`config.mk`:
```
export PLATFORM = sky130hd
export DESIGN_NAME = gpio_bank
export DESIGN_NICKNAME = d
export VERILOG_FILES = /design/src/rtl/gpio_bank_pkg.sv /design/src/rtl/gpio_sync.sv /design/src/rtl/gpio_irq_unit.sv /design/src/rtl/gpio_bank.sv
export SDC_FILE = /design/constraint.sdc
export NUM_CORES = 1
export LEC_CHECK = 0
export BUFFER_PORTS_ARGS = -buffer_cell sky130_fd_sc_hd__buf_4
export CAP_MARGIN = 20
export CORE_ASPECT_RATIO = 0.6
export CORE_MARGIN = 2
export CORE_UTILIZATION = 45
export DETAILED_ROUTE_END_ITERATION = 6
export GPL_TIMING_DRIVEN = 0
export PLACE_DENSITY = 0.72
export SETUP_SLACK_MARGIN = 0.3
export SLEW_MARGIN = 20
export SYNTH_ARGS = -nofsm -noshare
export SYNTH_HDL_FRONTEND = slang
export SYNTH_SLANG_ARGS = --single-unit
```
`constraint.sdc`:
```
create_clock -name clk -period 1.7 [get_ports clk]
set_input_delay 0.17 -clock clk [delete_from_list [all_inputs] [get_ports clk]]
set_output_delay 0.17 -clock clk [all_outputs]
set_load 0.005 [all_outputs]
```
`src/rtl/gpio_bank_pkg.sv`:
```
package gpio_bank_pkg;

    localparam int ADDR_W = 4;

    typedef enum logic [ADDR_W-1:0] {
        REG_DIR   = 4'd0,
        REG_DATA  = 4'd1,
        REG_SET   = 4'd2,
        REG_CLR   = 4'd3,
        REG_TGL   = 4'd4,
        REG_STAT  = 4'd5,
        REG_MSET  = 4'd6,
        REG_MCLR  = 4'd7,
        REG_EDGE  = 4'd8,
        REG_BOTH  = 4'd9,
        REG_FLAG  = 4'd10,
        REG_INEN  = 4'd11,
        REG_FSEL  = 4'd12
    } reg_addr_e;

endpackage

```
`src/rtl/gpio_sync.sv`:
```
module gpio_sync #(
    parameter int N      = 8,
    parameter int STAGES = 2
) (
    input  logic         clk,
    input  logic         rst_n,
    input  logic [N-1:0] async_i,
    output logic [N-1:0] sync_o
);
    logic [N-1:0] stage_q [STAGES];

    generate
        for (genvar s = 0; s < STAGES; s++) begin : g_stage
            if (s == 0) begin : g_first
                always_ff @(posedge clk or negedge rst_n) begin
                    if (!rst_n) stage_q[s] <= '0;
                    else        stage_q[s] <= async_i;
                end
            end else begin : g_next
                always_ff @(posedge clk or negedge rst_n) begin
                    if (!rst_n) stage_q[s] <= '0;
                    else        stage_q[s] <= stage_q[s-1];
                end
            end
        end
    endgenerate

    assign sync_o = stage_q[STAGES-1];
endmodule

```
`src/rtl/gpio_irq_unit.sv`:
```
module gpio_irq_unit #(
    parameter int N = 8
) (
    input  logic         clk,
    input  logic         rst_n,
    input  logic [N-1:0] src_i,
    input  logic [N-1:0] edge_sel_i,
    input  logic [N-1:0] both_sel_i,
    input  logic [N-1:0] mask_i,
    input  logic [N-1:0] clr_i,
    output logic [N-1:0] flags_o,
    output logic         irq_o
);
    typedef struct packed {
        logic [N-1:0] prev;
        logic [N-1:0] latch;
        logic         irq;
    } irq_state_t;

    irq_state_t st_d, st_q;
    logic [N-1:0] rise_w, fall_w, event_w, eff_w;

    always_comb begin
        rise_w  = src_i & ~st_q.prev;
        fall_w  = ~src_i & st_q.prev;
        event_w = edge_sel_i & (rise_w | (both_sel_i & fall_w));
        eff_w   = (edge_sel_i & st_q.latch) | (~edge_sel_i & src_i);

        st_d       = st_q;
        st_d.prev  = src_i;
        st_d.latch = (st_q.latch & ~clr_i) | event_w;
        st_d.irq   = |(eff_w & mask_i);
    end

    always_ff @(posedge clk or negedge rst_n) begin
        if (!rst_n) st_q <= '0;
        else        st_q <= st_d;
    end

    assign flags_o = eff_w;
    assign irq_o   = st_q.irq;
endmodule

```
`src/rtl/gpio_bank.sv`:
```
module gpio_bank
    import gpio_bank_pkg::*;
#(
    parameter int N = 8
) (
    input  logic              clk,
    input  logic              rst_n,
    input  logic              bus_we,
    input  logic [ADDR_W-1:0] bus_addr,
    input  logic [N-1:0]      bus_wdata,
    output logic [N-1:0]      bus_rdata,
    input  logic [N-1:0]      pin_i,
    output logic [N-1:0]      pin_o,
    output logic [N-1:0]      pin_oe_o,
    output logic              irq_o
);
    typedef struct packed {
        logic [N-1:0] dir;
        logic [N-1:0] data;
        logic [N-1:0] inen;
        logic [N-1:0] mask;
        logic [N-1:0] edge_sel;
        logic [N-1:0] both_sel;
        logic [N-1:0] fsel;
    } regs_t;

    regs_t        r_d, r_q;
    logic [N-1:0] sync_w, level_w, src_w, flags_w, clr_w;

    gpio_sync #(.N(N), .STAGES(2)) sync_i (
        .clk     (clk),
        .rst_n   (rst_n),
        .async_i (pin_i),
        .sync_o  (sync_w)
    );

    always_comb begin
        r_d   = r_q;
        clr_w = '0;
        if (bus_we) begin
            unique case (bus_addr)
                REG_DIR:  r_d.dir      = bus_wdata;
                REG_DATA: r_d.data     = bus_wdata;
                REG_SET:  r_d.data     = r_q.data | bus_wdata;
                REG_CLR:  r_d.data     = r_q.data & ~bus_wdata;
                REG_TGL:  r_d.data     = r_q.data ^ bus_wdata;
                REG_MSET: r_d.mask     = r_q.mask | bus_wdata;
                REG_MCLR: r_d.mask     = r_q.mask & ~bus_wdata;
                REG_EDGE: r_d.edge_sel = bus_wdata;
                REG_BOTH: r_d.both_sel = bus_wdata;
                REG_FLAG: clr_w        = bus_wdata;
                REG_INEN: r_d.inen     = bus_wdata;
                REG_FSEL: r_d.fsel     = bus_wdata;
                default: ;
            endcase
        end
    end

    always_ff @(posedge clk or negedge rst_n) begin
        if (!rst_n) r_q <= '0;
        else        r_q <= r_d;
    end

    assign level_w = sync_w & r_q.inen;
    assign src_w   = (r_q.dir & r_q.data) | (~r_q.dir & level_w);

    gpio_irq_unit #(.N(N)) irq_i (
        .clk        (clk),
        .rst_n      (rst_n),
        .src_i      (src_w),
        .edge_sel_i (r_q.edge_sel),
        .both_sel_i (r_q.both_sel),
        .mask_i     (r_q.mask),
        .clr_i      (clr_w),
        .flags_o    (flags_w),
        .irq_o      (irq_o)
    );

    always_comb begin
        unique case (bus_addr)
            REG_DIR:                    bus_rdata = r_q.dir;
            REG_DATA, REG_SET,
            REG_CLR, REG_TGL:           bus_rdata = r_q.data;
            REG_STAT:                   bus_rdata = level_w;
            REG_MSET, REG_MCLR:         bus_rdata = r_q.mask;
            REG_EDGE:                   bus_rdata = r_q.edge_sel;
            REG_BOTH:                   bus_rdata = r_q.both_sel;
            REG_FLAG:                   bus_rdata = flags_w;
            REG_INEN:                   bus_rdata = r_q.inen;
            REG_FSEL:                   bus_rdata = r_q.fsel;
            default:                    bus_rdata = '0;
        endcase
    end

    assign pin_o    = r_q.data;
    assign pin_oe_o = r_q.dir & ~r_q.fsel;
endmodule

```
==> results.toml, run 1 <==
[run_status]
status = "finished with violations"
failed_checks = "setup timing"

[route]
vias_per_cell = 6.10
highest_layer = "met4"
wl_met1_um = 6790
wl_met3_um = 1720
via_count = 4529
route.detailed.drc = 0
drtIter0Drc = 450
drt_first_pass_iters = 6
finalWirelength_um = 16000
met2_length_um = 6970
ant_nets = 0
wl_per_cell_um = 21.6

[layout]
final_cell_mix = "buf_4, dfrtp_1, nand2_1"
antenna_cells = 0
syn_to_final_growth_pct = 37.0
mostFrequentLayoutCell = "buf_4"
multi_input_area_sq_um = 2840
finalNonFillerCells = 742
fin_nets = 637
seqCellArea_sq_um = 2240
drive_gt1_frac = 0.431
fillCellCount = 819

[logic_synthesis]
syn_avg_cell_area_sq_um = 10.2
synth_cell_type_count = 54
synth_top_cell_area_share = 0.447
netlist_area_sq_um = 4980
yosys_most_used_dff = "dfrtp_1"
yosysWarnings = 0
synth_top_area_cell = "dfrtp_1"
synth_enable_flop_cells = 0
seq_area_frac_synth = 0.447
async_reset_ff_frac = 1.00
synthesis.nets = 529
synthCells = 490
ys_ff_latch = 89
synth_area_leaders = "dfrtp_1, mux2_2, nand2_1"

[die]
die-area_sq_um = 12000
placementRows = 29
core_sq_um = 10700
ios = 48
die_x_um = 140
die_y_um = 85.5
start_util = 0.467

[critical_path]
max_stage_delay_ns = 0.54
critPathMaxFanout = 4
cp.required_ns = 1.53
worstPathArrival_ns = 1.89
cp-end-kind = "output port"
crit_chain = "buf_6, a32oi_2, a21oi_1, or4_1, buf_4"
cp-start-kind = "register"
setup.worst_path.class = "register to output port"
worst_path_max_delay_cell = "or4_1"

[power]
power_mw = 7.77
p_leak_nw = 3.15
intPower_mw = 5.31
p_sw_frac = 0.316
p_sw_mw = 2.46
seqPwrFrac = 0.389
cellPowerDensity_nw_per_um2 = 1140
power_frac_comb = 0.333
clkPwrFrac = 0.278
vdd_drop_max_uv = 723

[cts]
cts_made_buffers = 9
clk_pin_slew_ns = 0.06
tritoncts = "done"
cts-root-buf = "clkbuf_16"
cts_buffer_depth = 2
insertion_delay_ns = 0.35
cts.sink_count = 89
htreeDepth = 3

[timing]
rsz0062_at_grt = "true"
finalSetupViolCount = 7
max_freq_mhz = 485
finalSetupTns_ns = -1.18
finalClockSkew_ns = 0.00659
worst_slew_pin_slew_ns = 0.808
hold_viol_final = 0
period_share = 1.21
min_period_ns = 2.06
setup_slack_ns = -0.363
slew_headroom = 0.462
drv_slew = 0

[grt]
gr-total-overflow = 0
antenna_found_initial = 0
grt_pass1_wl_um = 24100
grt_max_degree = 90
grt_pass1_vias = 4478
track_usage = 0.264

[flow_run]
max_cap_violations = 0

[placed_design]
placedCellCount = 675
io_buffer_count = 46
globalplace.congestion = 0.927
hpwl_um = 9770

[worst_hold_path]
min_path_type = "input port to register"
-- through the flow --
stage / hold slack (ns) / util / instance area (sq um) / setup WS, ns
2_1_floorplan: -0.126 / - / 5060 / 0.223
3_3_place_gp: 0.279 / 0.523 / 5580 / -0.325
5_1_grt: 0.135 / 0.640 / 6830 / -0.379
4_1_cts: 0.0937 / 0.610 / 6510 / -0.323
3_5_place_dp: 0.280 / 0.523 / 5580 / -0.340
6_report: 0.129 / 0.640 / 6830 / -0.363
-- layout make-up --
cell class | instances | area share
Multi-Input combinational cell | 341 | 0.416
Tap cell | 139 | 0.0255
Clock inverter | 5 | 0.0115
Sequential cell | 89 | 0.328
Buffer | 32 | 0.0433
Inverter | 28 | 0.0169
Clock buffer | 11 | 0.0356
Timing Repair Buffer | 97 | 0.122
-- flip-flops by register name (all words and copies together), names as in the netlist, named ones only --
| name | flops |
|---|---|
| sync_i.stage_q | 8 |
| irq_i.st_q | 16 |
| pin_o | 8 |
| r_q | 40 |
| sync_i.sync_o | 8 |
| irq_i.irq_o | 1 |
-- repair_timing --
| action | 4_1_cts | 5_1_grt |
|---|---|---|
| hold endpoints to repair | 8 | 65 |
| gates resized for setup | 68 | 59 |
| hold buffers | 8 | 1 |
| pin swaps | 23 | 21 |
| setup endpoints to repair | 50 | 29 |
| buffers inserted | 34 | 8 |
-- routing by layer --
layer  track usage  up-vias
li1              -     1964
met1         0.368     2237
met3        0.0737       56
met5             0        -
met4         0.111        0
met2         0.392      272
-- Yosys cell counts, types with 8 or more instances --
library cell  count
a21oi_1          23
a22o_1            9
a22oi_1           9
a2bb2oi_1         8
a31oi_1          11
buf_2            12
buf_4            13
dfrtp_1          89
ha_1             16
inv_1            28
mux2_2           42
mux2i_1          18
nand2_1          69
nor2_1           20
nor2b_1          15
o21ai_0          21
-- critical path, delay by kind of cell, from the launching register on --
| kind | cells | cell delay, ns |
|---|---|---|
| simple gates | 1 | 0.54 |
| buf+inv | 2 | 0.29 |
| flops | 1 | 0.43 |
| compound gates | 2 | 0.28 |
-- cell families (layout without fill, tap and decap cells) --
| logic type | Yosys count | after routing | share of synthesized area |
|---|---|---|---|
| AOI/OAI and AO/OA | 111 | 111 | 0.153 |
| muxes | 60 | 60 | 0.131 |
| adders and majority gates | 16 | 16 | 0.0402 |
| DFF | 89 | 89 | 0.447 |
| and+or+nand+nor | 154 | 154 | 0.164 |
| buffers and inverters | 60 | 173 | 0.0640 |
-- power groups by stage --
stage	registers, mW	logic [mW]	clock network [mW]
5_1_grt	3.07	2.77	2.26
6_report	3.03	2.58	2.16
3_3_place_gp	3.04	1.66	0
3_5_place_dp	3.06	1.73	0
4_1_cts	2.97	2.31	2.17
2_1_floorplan	2.91	1.19	0
-- path summary, 6_finish.rpt --
check	startpoint	to	slack (ns)	cells after the start
min reg2reg	sync_i.stage_q[14]	sync_i.sync_o[6]	0.35	0
min in group asynchronous	rst_n	irq_i.st_q[15]	0.48	2
max in group asynchronous	rst_n	pin_o[1]	0.64	2
max	pin_o[5]	bus_rdata[5]	-0.36	5
min	bus_wdata[4]	pin_o[4]	0.13	3
max reg2reg	r_q[34]	irq_i.irq_o	0.14	6
(Power assumes the default switching activity.)
==> inputs of run 2 (changes only) <==
--- a/config.mk
+++ b/config.mk
@@ -9,10 +9,10 @@
 export CAP_MARGIN = 20
 export CORE_ASPECT_RATIO = 0.6
 export CORE_MARGIN = 2
-export CORE_UTILIZATION = 45
+export CORE_UTILIZATION = 35
 export DETAILED_ROUTE_END_ITERATION = 6
 export GPL_TIMING_DRIVEN = 0
-export PLACE_DENSITY = 0.72
+export PLACE_DENSITY = 0.61
 export SETUP_SLACK_MARGIN = 0.3
 export SLEW_MARGIN = 20
 export SYNTH_ARGS = -nofsm -noshare
==> run 2 against run 1 <==
  * The run still ends with setup timing left
  * Final cell count up 8.6%
  * Maximum frequency up 2.0%
  * Wire length rose by 2.8%
  * Register-to-register slack worse by 0.03 ns
  * Clock skew grew 0.0010 ns
  * Global-route usage fell by 4.1 points
  * Non-clock buffer count grew 11
  * Setup slack better by 0.040 ns
  * Core utilization decreased by 13 points
  * Power down 0.47%
  * Critical path type unchanged
  * Highest routed layer unchanged
==> results.toml, run 2 (synthesized netlist as in run 1, its figures left out) <==
[layout]
largest_register = "r_q"
mostFrequentLayoutCell = "buf_4"
drive_gt1_frac = 0.436
largest_reg_flops = 40
final_cell_mix = "buf_4, dfrtp_1, nand2_1"
finalNonFillerCells = 806
fin_nets = 648
syn_to_final_growth_pct = 41.1
antenna_cells = 0
largestRegisters = "r_q x40, irq_i.st_q x16"

[route]
via_count = 4467
finalWirelength_um = 16500
vias_per_cell = 5.54
route.detailed.drc = 0
ant_nets = 0
wl_per_cell_um = 20.4
drtIter0Drc = 368
drt_first_pass_iters = 5

[timing]
hold_viol_final = 0
rsz0062_at_grt = "true"
finalClockSkew_ns = 0.00759
max_freq_mhz = 494
slew_headroom = 0.452
min_period_ns = 2.02
setup_slack_ns = -0.323
finalSetupTns_ns = -1.10
worst_slew_pin_slew_ns = 0.822
finalSetupViolCount = 7
drv_slew = 0
period_share = 1.19

[grt]
grt_max_degree = 90
antenna_found_initial = 0
track_usage = 0.224
gr-total-overflow = 0
grt_pass1_vias = 4411
grt_pass1_wl_um = 25100

[die]
die-area_sq_um = 15200
die_x_um = 158
die_y_um = 96.4
core_sq_um = 13800
ios = 48
start_util = 0.361
placementRows = 33

[cts]
cts-root-buf = "clkbuf_16"
insertion_delay_ns = 0.35
tritoncts = "done"
cts_made_buffers = 9
clk_pin_slew_ns = 0.07
cts_buffer_depth = 2
htreeDepth = 3
cts.sink_count = 89

[power]
p_leak_nw = 3.21
power_mw = 7.73
vdd_drop_max_uv = 610
cellPowerDensity_nw_per_um2 = 1100

[critical_path]
critPathMaxFanout = 2
cp.required_ns = 1.53
cp-start-kind = "register"
setup.worst_path.class = "register to output port"
worstPathArrival_ns = 1.85
cp-end-kind = "output port"

[placed_design]
io_buffer_count = 46
hpwl_um = 10600
placedCellCount = 728
globalplace.congestion = 0.866

[run_status]
status = "finished with violations"
failed_checks = "setup timing"

[flow_run]
max_cap_violations = 0

[worst_hold_path]
min_path_type = "input port to register"
run 2: changes by cell type in the layout (fill, tap and decap cells not counted), moves of 3 or more:
cell / previous run / this run
buf_8: 3 / 6
buf_4: 80 / 77
dfrtp_1: 78 / 75
dfrtp_2: 11 / 14
a21oi_2: 13 / 10
buf_6: 27 / 37
run 2: stage by stage:
stage	hold slack, ns	instance area, sq um	setup WS [ns]	utilization
after global routing	0.123	7030	-0.367	0.510
after CTS	0.120	6530	-0.333	0.473
after detailed placement	0.281	5650	-0.387	0.410
final	0.129	7030	-0.323	0.510
after global placement	0.280	5650	-0.345	0.410
after floorplan	-0.126	5060	0.223	-
run 2: area by class of cell:
class	count	area (sq um)
plain buffers	32	303
clock buffers	10	239
clock inverters	6	67.6
fillers	1231	6760
inverters	28	113
multi-input cells	341	2840
flip-flops and latches	89	2240
well taps	192	240
repair buffers	108	983
run 2: path summary, 6_finish.rpt:
| check | from | endpoint | slack [ns] | cells after the start |
|---|---|---|---|---|
| worst max-delay path | sync_i.sync_o[2] | bus_rdata[2] | -0.32 | 5 |
| worst min-delay path | bus_wdata[3] | r_q[11] | 0.13 | 2 |
| worst max register to register | pin_o[4] | irq_i.irq_o | 0.11 | 5 |
| worst min register to register | sync_i.stage_q[12] | sync_i.sync_o[4] | 0.35 | 0 |
| max in group asynchronous | rst_n | pin_o[1] | 0.63 | 2 |
| min in group asynchronous | rst_n | irq_i.st_q[7] | 0.47 | 2 |
run 2: power breakdown:
part / switching [mW] / internal, mW
clock: 0.867 / 1.18
sequential: 0.425 / 2.59
combinational: 1.19 / 1.48
total: 2.48 / 5.25
run 2: metal layers:
metal / track usage / share of wire / up-vias
met2: 0.333 / 0.43 / 213
met1: 0.314 / 0.46 / 2225
met3: 0.0540 / 0.086 / 47
met5: 0 / 0 / -
li1: - / - / 1982
met4: 0.0901 / 0.031 / 0
run 2: worst max-delay path, cell delays in order (launching register included):
cell	delay (ns)
dfrtp_1	0.40
and2_4	0.15
mux2_4	0.27
o211a_1	0.23
or3_4	0.34
buf_6	0.12
run 2: timing repair:
item,4_1_cts,5_1_grt
setup endpoints to repair,57,45
pin swaps,18,25
hold endpoints to repair,97,0
gates resized for setup,62,81
buffers inserted,32,21
hold buffers,9,0
==> inputs of run 3 (changes only) <==
--- a/config.mk
+++ b/config.mk
@@ -8,7 +8,7 @@
 export BUFFER_PORTS_ARGS = -buffer_cell sky130_fd_sc_hd__buf_4
 export CAP_MARGIN = 20
 export CORE_ASPECT_RATIO = 0.6
-export CORE_MARGIN = 2
+export CORE_MARGIN = 4
 export CORE_UTILIZATION = 35
 export DETAILED_ROUTE_END_ITERATION = 6
 export GPL_TIMING_DRIVEN = 0
==> run 3 against run 2 <==
  * The run still ends with setup timing left
  * Largest power group unchanged
  * Critical endpoint unchanged
  * Largest cell class unchanged
  * Flip-flop and latch count unchanged
  * Clock power about the same
  * Final cell count decreased by 0.87%
  * Non-clock buffer count decreased by 7
  * Design area decreased by 1.7%
  * Via count decreased by 0.81%
==> results.toml, run 3 (synthesized netlist as in run 1, its figures left out) <==
[run_status]
status = "finished with violations"
failed_checks = "setup timing"

[timing]
finalSetupViolCount = 8
max_freq_mhz = 502
setup_slack_ns = -0.293
rsz0062_at_grt = "true"
slew_headroom = 0.433
hold_viol_final = 0
worst_slew_pin_slew_ns = 0.851
finalClockSkew_ns = 0.00582
period_share = 1.17
min_period_ns = 1.99
finalSetupTns_ns = -1.09
drv_slew = 0

[placed_design]
hpwl_um = 10700
globalplace.congestion = 0.880
io_buffer_count = 46
dp_slack_ns = -0.348

[layout]
final_cell_mix = "dfrtp_1, buf_4, nand2_1"
largestRegisters = "r_q x40, irq_i.st_q x16"
antenna_cells = 0
finalCoreUtilization = 0.501
largest_reg_flops = 40
drive_gt1_frac = 0.420
multi_input_area_sq_um = 2790
seqCellArea_sq_um = 2240
syn_to_final_growth_pct = 38.7
fin_nets = 641
fillCellCount = 1231
mostFrequentLayoutCell = "dfrtp_1"
largest_register = "r_q"

[cts]
insertion_delay_ns = 0.35
cts-root-buf = "clkbuf_16"
clk_pin_slew_ns = 0.07
tritoncts = "done"
cts_buffer_depth = 2
cts_made_buffers = 9
cts.sink_count = 89
htreeDepth = 3

[critical_path]
worst_path_max_delay_cell = "dfrtp_1"
setup.worst_path.class = "register to output port"
reg2reg_depth = 5
worstPathArrival_ns = 1.82
cp-end-kind = "output port"
r2r-start = "pin_o[4]"
critPathMaxFanout = 2
cp.required_ns = 1.53
reg2reg_to = "irq_i.irq_o"
critPathCapture = "bus_rdata[2]"
crit_chain = "and2_4, mux2_4, o211a_1, or3_4, buf_6"
rrSetupSlack_ns = 0.10
startpoint = "r_q[34]"
max_stage_delay_ns = 0.39
cp-start-kind = "register"

[die]
placementRows = 33
die_y_um = 100
die-area_sq_um = 16300
start_util = 0.361
die_x_um = 162
ios = 48
core_sq_um = 13800

[power]
cellPowerDensity_nw_per_um2 = 1100
vdd_drop_max_uv = 508
p_leak_nw = 3.17

[worst_hold_path]
worstHoldStart = "bus_wdata[0]"
min_path_type = "input port to register"

[route]
drt_first_pass_iters = 5
wl_per_cell_um = 20.9
finalWirelength_um = 16700
vias_per_cell = 5.55
route.detailed.drc = 0
drtIter0Drc = 343
ant_nets = 0
via_count = 4431

[grt]
grt_pass1_wl_um = 25300
grt_pass1_vias = 4499
antenna_found_initial = 0
gr-total-overflow = 0
grt_max_degree = 90
track_usage = 0.204

[flow_run]
max_cap_violations = 0
## run 3: cell count changes in the layout (fill, tap and decap cells not counted), sizes merged
cell	before	now
clkbuf	14	17
buf	127	119
clkinv	3	2
clkinvlp	2	1
## run 3: through the flow
stage / std cells / hold WS, ns / power, mW / area (sq um)
2_1_floorplan: 490 / -0.126 / 4.10 / 5060
3_3_place_gp: 728 / 0.280 / 4.74 / 5650
3_5_place_dp: 728 / 0.281 / 4.85 / 5650
4_1_cts: 787 / 0.120 / 7.45 / 6620
5_1_grt: 799 / 0.122 / 7.99 / 6910
6_report: 799 / 0.132 / 7.60 / 6910
## run 3: layer usage
| layer | share of wire | global-route usage | vias up |
|---|---|---|---|
| met3 | 0.088 | 0.0492 | 35 |
| met2 | 0.43 | 0.303 | 221 |
| li1 | - | - | 1959 |
| met4 | 0.021 | 0.0624 | 0 |
| met5 | 0 | 0 | - |
| met1 | 0.46 | 0.296 | 2216 |
## run 3: worst min-delay path by stage
stage | to | slack (ns) | cells after the start
finish | r_q[8] | 0.13 | 2
detailed placement | sync_i.stage_q[10] | 0.28 | 1
CTS | r_q[49] | 0.12 | 2
global route | r_q[10] | 0.12 | 2
floorplan | asynchronous set/reset pin | -0.13 | 0
global placement | sync_i.stage_q[9] | 0.28 | 1
## run 3: what timing repair did
item	in CTS	in global routing
pin swaps	17	15
hold endpoints to repair	97	0
hold buffers	9	0
setup buffers	34	12
setup endpoints to repair	57	37
resized for setup	78	48
## run 3: layout make-up
cell class | instances | share of cell area
Buffer | 32 | 0.0427
Timing Repair Buffer | 101 | 0.133
Tap cell | 192 | 0.0348
Clock buffer | 12 | 0.0371
Sequential cell | 89 | 0.324
Multi-Input combinational cell | 341 | 0.404
Clock inverter | 4 | 0.00742
Inverter | 28 | 0.0163
## run 3: critical path: cells and delay by family, from the launching register on
| kind | cells | cell delay, ns |
|---|---|---|
| and+or+nand+nor | 2 | 0.50 |
| DFF | 1 | 0.39 |
| muxes | 1 | 0.27 |
| AOI/OAI and AO/OA | 1 | 0.20 |
| buffers and inverters | 1 | 0.12 |
## run 3: where the power goes
part	switching [mW]	internal, mW	total (mW)	leakage [nW]
registers	0.415	2.59	3.00	1.03
clock network	0.846	1.22	2.07	0.149
logic	1.15	1.38	2.53	1.98
